[src/rtl/nhe_pkg.sv]
package nhe_pkg;
    localparam int DATA_W      = 8;
    localparam int CHUNK_BYTES = 256;
    localparam int ADDR_W      = 5;
    localparam int IDX_W       = $clog2(CHUNK_BYTES);
    localparam int LP_W        = 2 * IDX_W;
    localparam int COL_SEL_W   = $clog2(DATA_W);
    localparam int CP_W        = 2 * COL_SEL_W;
    localparam int RB_STAGES   = 2;

    localparam logic [ADDR_W-1:0] OFS_LP_LO = 5'h00;
    localparam logic [ADDR_W-1:0] OFS_LP_HI = 5'h04;
    localparam logic [ADDR_W-1:0] OFS_CP    = 5'h08;
    localparam logic [ADDR_W-1:0] OFS_CNT   = 5'h0C;
    localparam logic [ADDR_W-1:0] OFS_CLR   = 5'h10;
    localparam logic [ADDR_W-1:0] OFS_DATA  = 5'h14;
    localparam logic [ADDR_W-1:0] OFS_CTL   = 5'h18;

    typedef enum logic [2:0] {
        SEL_LP_LO, SEL_LP_HI, SEL_CP, SEL_CNT,
        SEL_CLR, SEL_DATA, SEL_CTL, SEL_NONE
    } reg_sel_e;

    // control register image, bit 4 down to bit 0
    typedef struct packed {
        logic ce1_n;
        logic wp_n;
        logic ale;
        logic cle;
        logic ce0_n;
    } ctl_t;

    localparam ctl_t CTL_RESET = '{ce1_n: 1'b1, wp_n: 1'b0, ale: 1'b0,
                                   cle: 1'b0, ce0_n: 1'b1};

    function automatic reg_sel_e decode_offset(input logic [ADDR_W-1:0] a);
        case (a)
            OFS_LP_LO: return SEL_LP_LO;
            OFS_LP_HI: return SEL_LP_HI;
            OFS_CP:    return SEL_CP;
            OFS_CNT:   return SEL_CNT;
            OFS_CLR:   return SEL_CLR;
            OFS_DATA:  return SEL_DATA;
            OFS_CTL:   return SEL_CTL;
            default:   return SEL_NONE;
        endcase
    endfunction

    // mask of data bit positions whose index bit g equals hi
    function automatic logic [DATA_W-1:0] col_mask(input int g, input logic hi);
        logic [DATA_W-1:0] m;
        for (int j = 0; j < DATA_W; j++) begin
            m[j] = (((j >> g) & 1) == (hi ? 1 : 0));
        end
        return m;
    endfunction
endpackage

[src/rtl/nhe_rb_sync.sv]
module nhe_rb_sync #(
    parameter int STAGES = nhe_pkg::RB_STAGES
) (
    input  logic clk,
    input  logic rst,
    input  logic async_in,
    output logic sync_out
);
    logic [STAGES-1:0] chain;

    always_ff @(posedge clk) begin
        if (rst) chain <= '0;
        else     chain <= {chain[STAGES-2:0], async_in};
    end

    assign sync_out = chain[STAGES-1];
endmodule

[src/rtl/nhe_ecc_acc.sv]
module nhe_ecc_acc
    import nhe_pkg::*;
#(
    parameter int D_W = DATA_W,
    parameter int I_W = IDX_W
) (
    input  logic                        clk,
    input  logic                        rst,
    input  logic                        clr,
    input  logic                        upd,
    input  logic [D_W-1:0]              din,
    output logic [2*I_W-1:0]            lp,
    output logic [2*$clog2(D_W)-1:0]    cp,
    output logic [I_W-1:0]              cnt
);
    localparam int L_W   = 2 * I_W;
    localparam int SEL_W = $clog2(D_W);
    localparam int C_W   = 2 * SEL_W;

    logic           byte_par;
    logic [L_W-1:0] lp_flip;
    logic [C_W-1:0] cp_flip;

    assign byte_par = ^din;

    // line parity: the byte's parity lands in the half selected by each index bit
    for (genvar k = 0; k < I_W; k++) begin : g_line
        assign lp_flip[2*k]   = byte_par & ~cnt[k];
        assign lp_flip[2*k+1] = byte_par &  cnt[k];
    end

    // column parity: each bit-index bit splits the data bits into two halves
    for (genvar g = 0; g < SEL_W; g++) begin : g_col
        localparam logic [D_W-1:0] MASK_LO = col_mask(g, 1'b0);
        localparam logic [D_W-1:0] MASK_HI = col_mask(g, 1'b1);
        assign cp_flip[2*g]   = ^(din & MASK_LO);
        assign cp_flip[2*g+1] = ^(din & MASK_HI);
    end

    always_ff @(posedge clk) begin
        if (rst || clr) begin
            lp  <= '0;
            cp  <= '0;
            cnt <= '0;
        end else if (upd) begin
            lp  <= lp ^ lp_flip;
            cp  <= cp ^ cp_flip;
            cnt <= cnt + 1'b1;
        end
    end
endmodule

[src/rtl/nhe_strobe.sv]
module nhe_strobe
    import nhe_pkg::*;
#(
    parameter int D_W = DATA_W
) (
    input  logic           clk,
    input  logic           rst,
    input  logic           wr_go,
    input  logic           rd_go,
    input  logic [D_W-1:0] wdata,
    input  logic [D_W-1:0] io_in,
    output logic [D_W-1:0] io_out,
    output logic           io_oe,
    output logic           we_n,
    output logic           re_n,
    output logic           cap_valid,
    output logic [D_W-1:0] cap_data
);
    always_ff @(posedge clk) begin
        if (rst) begin
            io_out    <= '0;
            io_oe     <= 1'b0;
            we_n      <= 1'b1;
            re_n      <= 1'b1;
            cap_valid <= 1'b0;
            cap_data  <= '0;
        end else begin
            we_n      <= ~wr_go;
            io_oe     <= wr_go;
            re_n      <= ~rd_go;
            cap_valid <= ~re_n;
            if (wr_go) io_out   <= wdata;
            if (!re_n) cap_data <= io_in;
        end
    end
endmodule

[src/rtl/nand_host_ecc.sv]
module nand_host_ecc
    import nhe_pkg::*;
(
    input  logic              clk,
    input  logic              rst,
    input  logic              bus_req,
    input  logic              bus_we,
    input  logic [ADDR_W-1:0] bus_addr,
    input  logic [DATA_W-1:0] bus_wdata,
    output logic              bus_rvalid,
    output logic [DATA_W-1:0] bus_rdata,
    output logic [DATA_W-1:0] nand_io_out,
    output logic              nand_io_oe,
    input  logic [DATA_W-1:0] nand_io_in,
    output logic              nand_we_n,
    output logic              nand_re_n,
    output logic              nand_ce0_n,
    output logic              nand_ce1_n,
    output logic              nand_cle,
    output logic              nand_ale,
    output logic              nand_wp_n,
    input  logic              nand_rb
);
    reg_sel_e          sel;
    logic              accept, wr_go, rd_go, clr_go, ctl_go, reg_rd;
    logic              rb_sync;
    logic              cap_valid;
    logic [DATA_W-1:0] cap_data;
    logic              ecc_upd;
    logic [DATA_W-1:0] ecc_din;
    logic [LP_W-1:0]   lp_acc;
    logic [CP_W-1:0]   cp_acc;
    logic [IDX_W-1:0]  cnt_acc;
    ctl_t              ctl_q;
    logic              reg_rvalid_q;
    logic [DATA_W-1:0] reg_rdata_q, reg_rdata_d;

    // a request is taken only when no read capture is in flight
    assign sel    = decode_offset(bus_addr);
    assign accept = bus_req & nand_re_n;
    assign wr_go  = accept &  bus_we & (sel == SEL_DATA);
    assign rd_go  = accept & ~bus_we & (sel == SEL_DATA);
    assign clr_go = accept &  bus_we & (sel == SEL_CLR);
    assign ctl_go = accept &  bus_we & (sel == SEL_CTL);
    assign reg_rd = accept & ~bus_we & (sel != SEL_DATA);

    nhe_rb_sync #(.STAGES(RB_STAGES)) u_rb (
        .clk      (clk),
        .rst      (rst),
        .async_in (nand_rb),
        .sync_out (rb_sync)
    );

    nhe_strobe #(.D_W(DATA_W)) u_strobe (
        .clk       (clk),
        .rst       (rst),
        .wr_go     (wr_go),
        .rd_go     (rd_go),
        .wdata     (bus_wdata),
        .io_in     (nand_io_in),
        .io_out    (nand_io_out),
        .io_oe     (nand_io_oe),
        .we_n      (nand_we_n),
        .re_n      (nand_re_n),
        .cap_valid (cap_valid),
        .cap_data  (cap_data)
    );

    // parity sees written bytes at issue and read bytes at capture
    assign ecc_upd = wr_go | ~nand_re_n;
    assign ecc_din = wr_go ? bus_wdata : nand_io_in;

    nhe_ecc_acc #(.D_W(DATA_W), .I_W(IDX_W)) u_ecc (
        .clk (clk),
        .rst (rst),
        .clr (clr_go),
        .upd (ecc_upd),
        .din (ecc_din),
        .lp  (lp_acc),
        .cp  (cp_acc),
        .cnt (cnt_acc)
    );

    always_ff @(posedge clk) begin
        if (rst)         ctl_q <= CTL_RESET;
        else if (ctl_go) ctl_q <= ctl_t'(bus_wdata[$bits(ctl_t)-1:0]);
    end

    assign nand_ce0_n = ctl_q.ce0_n;
    assign nand_ce1_n = ctl_q.ce1_n;
    assign nand_cle   = ctl_q.cle;
    assign nand_ale   = ctl_q.ale;
    assign nand_wp_n  = ctl_q.wp_n;

    always_comb begin
        reg_rdata_d = '0;
        case (sel)
            SEL_LP_LO: reg_rdata_d = lp_acc[DATA_W-1:0];
            SEL_LP_HI: reg_rdata_d = DATA_W'(lp_acc >> DATA_W);
            SEL_CP:    reg_rdata_d = DATA_W'(cp_acc);
            SEL_CNT:   reg_rdata_d = DATA_W'(cnt_acc);
            SEL_CTL:   reg_rdata_d = DATA_W'({rb_sync, ctl_q});
            default:   reg_rdata_d = '0;
        endcase
    end

    always_ff @(posedge clk) begin
        if (rst) begin
            reg_rvalid_q <= 1'b0;
            reg_rdata_q  <= '0;
        end else begin
            reg_rvalid_q <= reg_rd;
            if (reg_rd) reg_rdata_q <= reg_rdata_d;
        end
    end

    assign bus_rvalid = reg_rvalid_q | cap_valid;
    assign bus_rdata  = cap_valid ? cap_data : reg_rdata_q;
endmodule

[config.mk]
export PLATFORM = sky130hd
export DESIGN_NAME = nand_host_ecc
export DESIGN_NICKNAME = d
export VERILOG_FILES = /design/src/rtl/nhe_pkg.sv /design/src/rtl/nhe_rb_sync.sv /design/src/rtl/nhe_ecc_acc.sv /design/src/rtl/nhe_strobe.sv /design/src/rtl/nand_host_ecc.sv
export SDC_FILE = /design/constraint.sdc
export NUM_CORES = 1
export LEC_CHECK = 0
export BUFFER_PORTS_ARGS = -buffer_cell sky130_fd_sc_hd__buf_2
export CELL_PAD_IN_SITES_DETAIL_PLACEMENT = 1
export CELL_PAD_IN_SITES_GLOBAL_PLACEMENT = 2
export CORE_MARGIN = 2
export CORE_UTILIZATION = 39
export CTS_BUF_LIST = sky130_fd_sc_hd__clkbuf_4 sky130_fd_sc_hd__clkbuf_8
export DETAILED_ROUTE_END_ITERATION = 10
export PLACE_DENSITY = 0.84
export SETUP_SLACK_MARGIN = 0.05
export SKIP_CTS_REPAIR_TIMING = 1
export SKIP_LAST_GASP = 1
export SYNTH_ARGS = -nofsm -noshare
export SYNTH_HDL_FRONTEND = slang
export SYNTH_SLANG_ARGS = --single-unit
[constraint.sdc]
create_clock -name clk -period 3.8 [get_ports clk]
set_clock_uncertainty 0.2 [all_clocks]
set_input_delay 0.19 -clock clk [delete_from_list [all_inputs] [get_ports clk]]
set_output_delay 0.19 -clock clk [all_outputs]
set_load 0.05 [all_outputs]
# Word level (Yosys, flattened, before mapping)
# Cells that the tools add are included.
# totals
reg_bits,66
input_bits,26
out_inout_bits,25
wordCells,85
# op_classes
add_sub_neg,1
eq_ne,13
muxes,4
bitwise_logic,40
reduce_logical,10
# op_table
cell,count
parity 8 bit,7
case mux 8 bit (5 select lines),1
bitwise AND 1 bit,24
case mux 3 bit (7 select lines),1
2-to-1 mux 8 bit,2
XOR 16 bit,1
"equality test 5 bit, second input constant",3
inverter 1 bit,12
"equality test 5 x 4 -> 1 bit, second input constant",2
"equality test 3 bit, second input constant",3
"adder 8 x 1 -> 8 bit, second input constant",1
"equality test 3 x 2 -> 1 bit, second input constant",2
XOR 6 bit,1
"equality test 5 x 3 -> 1 bit, second input constant",1
zero test 5 bit,1
"equality test 3 x 1 -> 1 bit, second input constant",1
zero test 3 bit,1
"!= test 3 bit, second input constant",1
OR 1 bit,2
logical OR 1 bit,1

# Logic depth before layout (Yosys ltp)
# logic_depth
ltp_word,8
depth_mapped,8
depth_no_buf,5

# Hierarchy
# Synthesis repeated with hierarchy kept, for this count alone.
# unflattened
cells_unflattened,322
area_unflattened_um2,3160.5
# by_module_without_submodules
mod,n_inst,cells_per_inst,area_per_inst_um2,seq_area_each_um2
nhe_ecc_acc,1,159,1408.9,600.6
nand_host_ecc,1,99,1019.7,280.3
nhe_strobe,1,60,679.4,400.4
nhe_rb_sync,1,4,52.6,40.0

# Worst setup path before layout
# No wires, ideal clock.
# synth_path
path_kind,register to register
startpoint,register u_strobe.re_n
endpoint,register u_ecc.cp[5]
setup_ns,0.128
arrival_ns,1.833
required_ns,3.472
path_slack_ns,1.640
path_stages_with_launch,9
n_path_buf,3
period_less_slack_ns,2.160
path_cell_list,dfxtp_1 > clkbuf_1 > and3_1 > buf_2 > nand3_1 > buf_2 > o22ai_1 > xnor2_1 > nor2_1
# synth_via
elab_chain_cells,6
word_cells_on_any_way,10
classes_between,mux (1); bitwise (7); reduce/logical (2)
# synth_rtl
element,line,rtl
from (decl),nhe_strobe.sv:15,"output logic re_n,"
from (signal assigned),nhe_strobe.sv:30,re_n <= ~rd_go;
bitwise AND 1 bit,nand_host_ecc.sv:40,assign accept = bus_req & nand_re_n;
bitwise AND 1 bit,"nand_host_ecc.sv:41, nand_host_ecc.sv:43",
bitwise AND 1 bit,nand_host_ecc.sv:41,assign wr_go = accept & bus_we & (sel == SEL_DATA);
2-to-1 mux 8 bit,nand_host_ecc.sv:71,assign ecc_din = wr_go ? bus_wdata : nand_io_in;
parity 8 bit,nhe_ecc_acc.sv:37,assign cp_flip[2*g+1] = ^(din & MASK_HI);
XOR 6 bit,nhe_ecc_acc.sv:47,cp <= cp ^ cp_flip;
to (signal assigned),nhe_ecc_acc.sv:47,
to (decl),nhe_ecc_acc.sv:13,"output logic [2*$clog2(D_W)-1:0] cp,"
# Parallel ways exist; a longest one is shown, timed or not.
# A chain may end at the register's enable or synchronous reset.

# Worst setup path in the final report
# layout_path
startpoint,input bus_wdata[2]
endpoint,register u_ecc.lp[3]
# layout_via
elab_chain_cells,4
# layout_rtl
element,line,rtl
from (decl),nand_host_ecc.sv:9,"input logic [DATA_W-1:0] bus_wdata,"
2-to-1 mux 8 bit,nand_host_ecc.sv:71,
parity 8 bit,nhe_ecc_acc.sv:24,assign byte_par = ^din;
bitwise AND 1 bit,nhe_ecc_acc.sv:29,assign lp_flip[2*k+1] = byte_par & cnt[k];
XOR 16 bit,nhe_ecc_acc.sv:46,lp <= lp ^ lp_flip;
to (signal assigned),nhe_ecc_acc.sv:46,
to (decl),nhe_ecc_acc.sv:12,"output logic [2*I_W-1:0] lp,"
# No other way between the ends.

==> flow_summary.toml <==
[run_status]
status = "finished, violations left"
failed_checks = "negative hold slack"

[route]
wirelength_um = 9720
drc = 0
drtPass1Iterations = 4
drt-wirelength-per-cell_um = 17.8
antenna_left = 0
drt_iter0_markers = 113
avgViaCountPerCell = 5.40
num_vias = 2942

[placement]
place_area_um2 = 3790
dp_cells = 514
place.gp.congestion = 0.761
dp_slack_ns = 1.20
port_buffers = 50
dpl.hpwl_um = 6550

[power]
pwr_density_cell_nw_per_um2 = 392
ir_drop_v = 0.000158
p_leak_nw = 1.57

[timing]
finalSetupViolCount = 0
drv_slew = 0
period_minus_slack_ns = 2.68
final.period_utilization_pct = 70.4
slew_headroom_pct = 19.8
worst_pin_slew_ns = 1.19
grt_setup_unrepaired = "false"
fin_hold_ws_ns = -0.0614
fin_ws_ns = 1.12
hold_violations = 2
fmax_ghz = 0.374
finalSetupTns_ns = 0

[yosys]
syn_inst = 379
syn_avg_cell_area_um2 = 9.26
synth.distinct_cells = 40
ys_seq_elements = 66
synth-async-reset-ratio_pct = 0
synth_area_um2 = 3510
synth_nets = 406
ys_seq_area_share_pct = 37.7
synth_warnings = 0
synth_flop_cell = "dfxtp_1"
synth_edf_count = 0

[global_route]
grt_pass1_wl_um = 15600
grt.total_usage_pct = 20.2
grt_max_degree = 38
first_global_vias = 3017
grt_antenna_before_repair = 0
gr-total-overflow = 0

[clock_network]
ctsHtreeMaxLevel = 3
tritoncts = "done"
cts_buffers = 9
clockBufferDepth = 2
clk_pin_slew_worst_paths_ns = 0.07
root_buffer = "clkbuf_8"
clkSinkCount = 66
clock_latency_ns = 0.36

[layout]
antenna-diode-count = 0
final_cell_area_um2 = 4170
drive_above_1_share_pct = 22.9
area_growth_pct = 18.8
post-route-util_pct = 47.8
num-fill-cells = 1035
layout.cells.non_filler = 545
fin_nets = 459

[worst_setup_path]
required_ns = 3.83
worstPathMaxFanout = 16
setup.worst_path.end = "u_ecc.lp[3]"
path_cells = "dlygate4sd3_1 > buf_2 > xnor2_1 > xnor2_1 > xnor2_2 > o32ai_1 > mux2i_1"
slowest_delay_ns = 0.93
r2r_start = "u_strobe.re_n"
r2r_slack_ns = 1.34
r2r_cells = 5
crit_arrival_ns = 2.71
crit_type = "primary input to register"
crit_start = "bus_wdata[2]"
startpoint_type = "primary input"
r2r_end = "u_ecc.lp[3]"
crit_path_end_kind = "register"
cp_slowest_cell = "xnor2_2"
crit_top_cell = "xnor2_1"

[hold_path]
hp-class = "primary input to register"

[flow_run]
cap_viol_max_count = 0

[floorplanning]
initial_core_util_pct = 40.2
chipWidth_um = 98.8
dieArea_um2 = 9770
die_h_um = 98.8
rows = 34
core_area_um2 = 8720
io_pins = 51
[layout make-up]
class | count | area, um^2 | area share, %
Clock buffer | 10 | 138 | 3.30
Clock inverter | 6 | 90.1 | 2.16
Inverter | 12 | 45.0 | 1.08
Multi-Input combinational cell | 276 | 2020 | 48.5
Sequential cell | 66 | 1320 | 31.7
Tap cell | 108 | 135 | 3.24
Timing Repair Buffer | 67 | 415 | 9.97
[kinds of logic (layout without fill, tap and decap cells)]
logic type	count (synthesis)	after routing	synth area share, %
AOI/OAI and AO/OA	57	57	14.5
xor gates and xnor gates	43	43	11.2
adders and majority gates	1	1	0.357
buffers and inverters	37	95	4.67
DFF	66	66	37.7
muxes	40	40	13.8
and+or+nand+nor	135	135	17.8
[metal layers]
metal	global-route usage, %	vias to the layer above	routed length [um]
li1	-	1417	-
met1	26.9	1454	4490
met2	33.4	56	4730
met3	3.26	15	351
met4	6.85	0	147
met5	0	-	0
[Yosys cell counts (3+ instances only)]
| cell type | n | area share, % |
|---|---|---|
| xnor2_1 | 41 | 10 |
| a22o_1 | 6 | 1.5 |
| o21ai_0 | 3 | 0.43 |
| a21oi_1 | 12 | 1.7 |
| o32ai_2 | 10 | 4.6 |
| clkbuf_1 | 11 | 1.2 |
| dfxtp_1 | 66 | 38 |
| mux2_2 | 8 | 2.6 |
| a22oi_1 | 6 | 1.3 |
| and3_1 | 5 | 0.89 |
| buf_2 | 8 | 1.1 |
| mux4_2 | 6 | 3.9 |
| inv_1 | 12 | 1.3 |
| nand2b_1 | 16 | 2.9 |
| nor3_1 | 3 | 0.43 |
| o22ai_1 | 6 | 1.1 |
| mux2i_1 | 26 | 7.4 |
| nand2_1 | 59 | 6.3 |
| nor2_1 | 33 | 3.5 |
| o32ai_1 | 6 | 1.5 |
| nand3_1 | 9 | 1.3 |
| buf_1 | 3 | 0.32 |
[metrics by stage]
stage	total power, mW	hold slack [ns]
after floorplan	0.889	0.118
after global placement	0.940	0.203
after detailed placement	0.941	0.209
after CTS	1.64	-0.170
after global routing	1.69	0.00718
final	1.63	-0.0614
[how the worst min path moves through the flow]
stage / startpoint / endpoint / slack, ns / depth (start not counted)
finish: nand_io_in[0] / u_strobe.cap_data[0] / -0.06 / 3
global route: nand_io_in[0] / u_strobe.cap_data[0] / 0.007 / 3
CTS: nand_rb / u_rb.chain[0] / -0.17 / 2
detailed placement: nand_rb / u_rb.chain[0] / 0.21 / 2
global placement: nand_rb / u_rb.chain[0] / 0.20 / 2
floorplan: nand_rb / u_rb.chain[0] / 0.12 / 1
[worst max-delay path, delay by kind of cell]
| family | cells | cell delay, ns |
|---|---|---|
| xor gates and xnor gates | 3 | 1.37 |
| muxes | 1 | 0.18 |
| AOI/OAI and AO/OA | 1 | 0.28 |
| buffers and inverters | 2 | 0.69 |
[cell usage in the layout, fill, tap and decap left out, types with 3 or more instances in the layout]
cell type | Yosys | final
a21oi_1 | 12 | 12
a22o_1 | 6 | 6
a22oi_1 | 6 | 6
and3_1 | 5 | 5
buf_2 | 8 | 50
clkbuf_8 | 0 | 10
clkinvlp_4 | 0 | 4
dfxtp_1 | 66 | 66
dlygate4sd3_1 | 0 | 15
inv_1 | 12 | 12
mux2_2 | 8 | 8
mux2i_1 | 26 | 26
mux4_2 | 6 | 6
nand2_1 | 59 | 59
nand2b_1 | 16 | 16
nand3_1 | 9 | 9
nor2_1 | 33 | 33
nor3_1 | 3 | 3
o21ai_0 | 3 | 3
o22ai_1 | 6 | 6
o32ai_1 | 6 | 6
o32ai_2 | 10 | 10
xnor2_1 | 41 | 41
[state kept, by name, summed over array words and instances (netlist names), 2 cells and up]
register,flops
u_ecc.cnt,8
u_rb.chain,2
u_strobe.cap_data,8
u_strobe.io_out,8
u_ecc.lp,16
reg_rdata_q,8
u_ecc.cp,6
[where the power goes]
group,leakage (nW),switching [mW],internal [mW]
sequential,0.532,0.00228,0.695
clock,0.101,0.306,0.387
combinational,0.941,0.155,0.0870
Note: power is estimated with default switching activity, not from simulation.
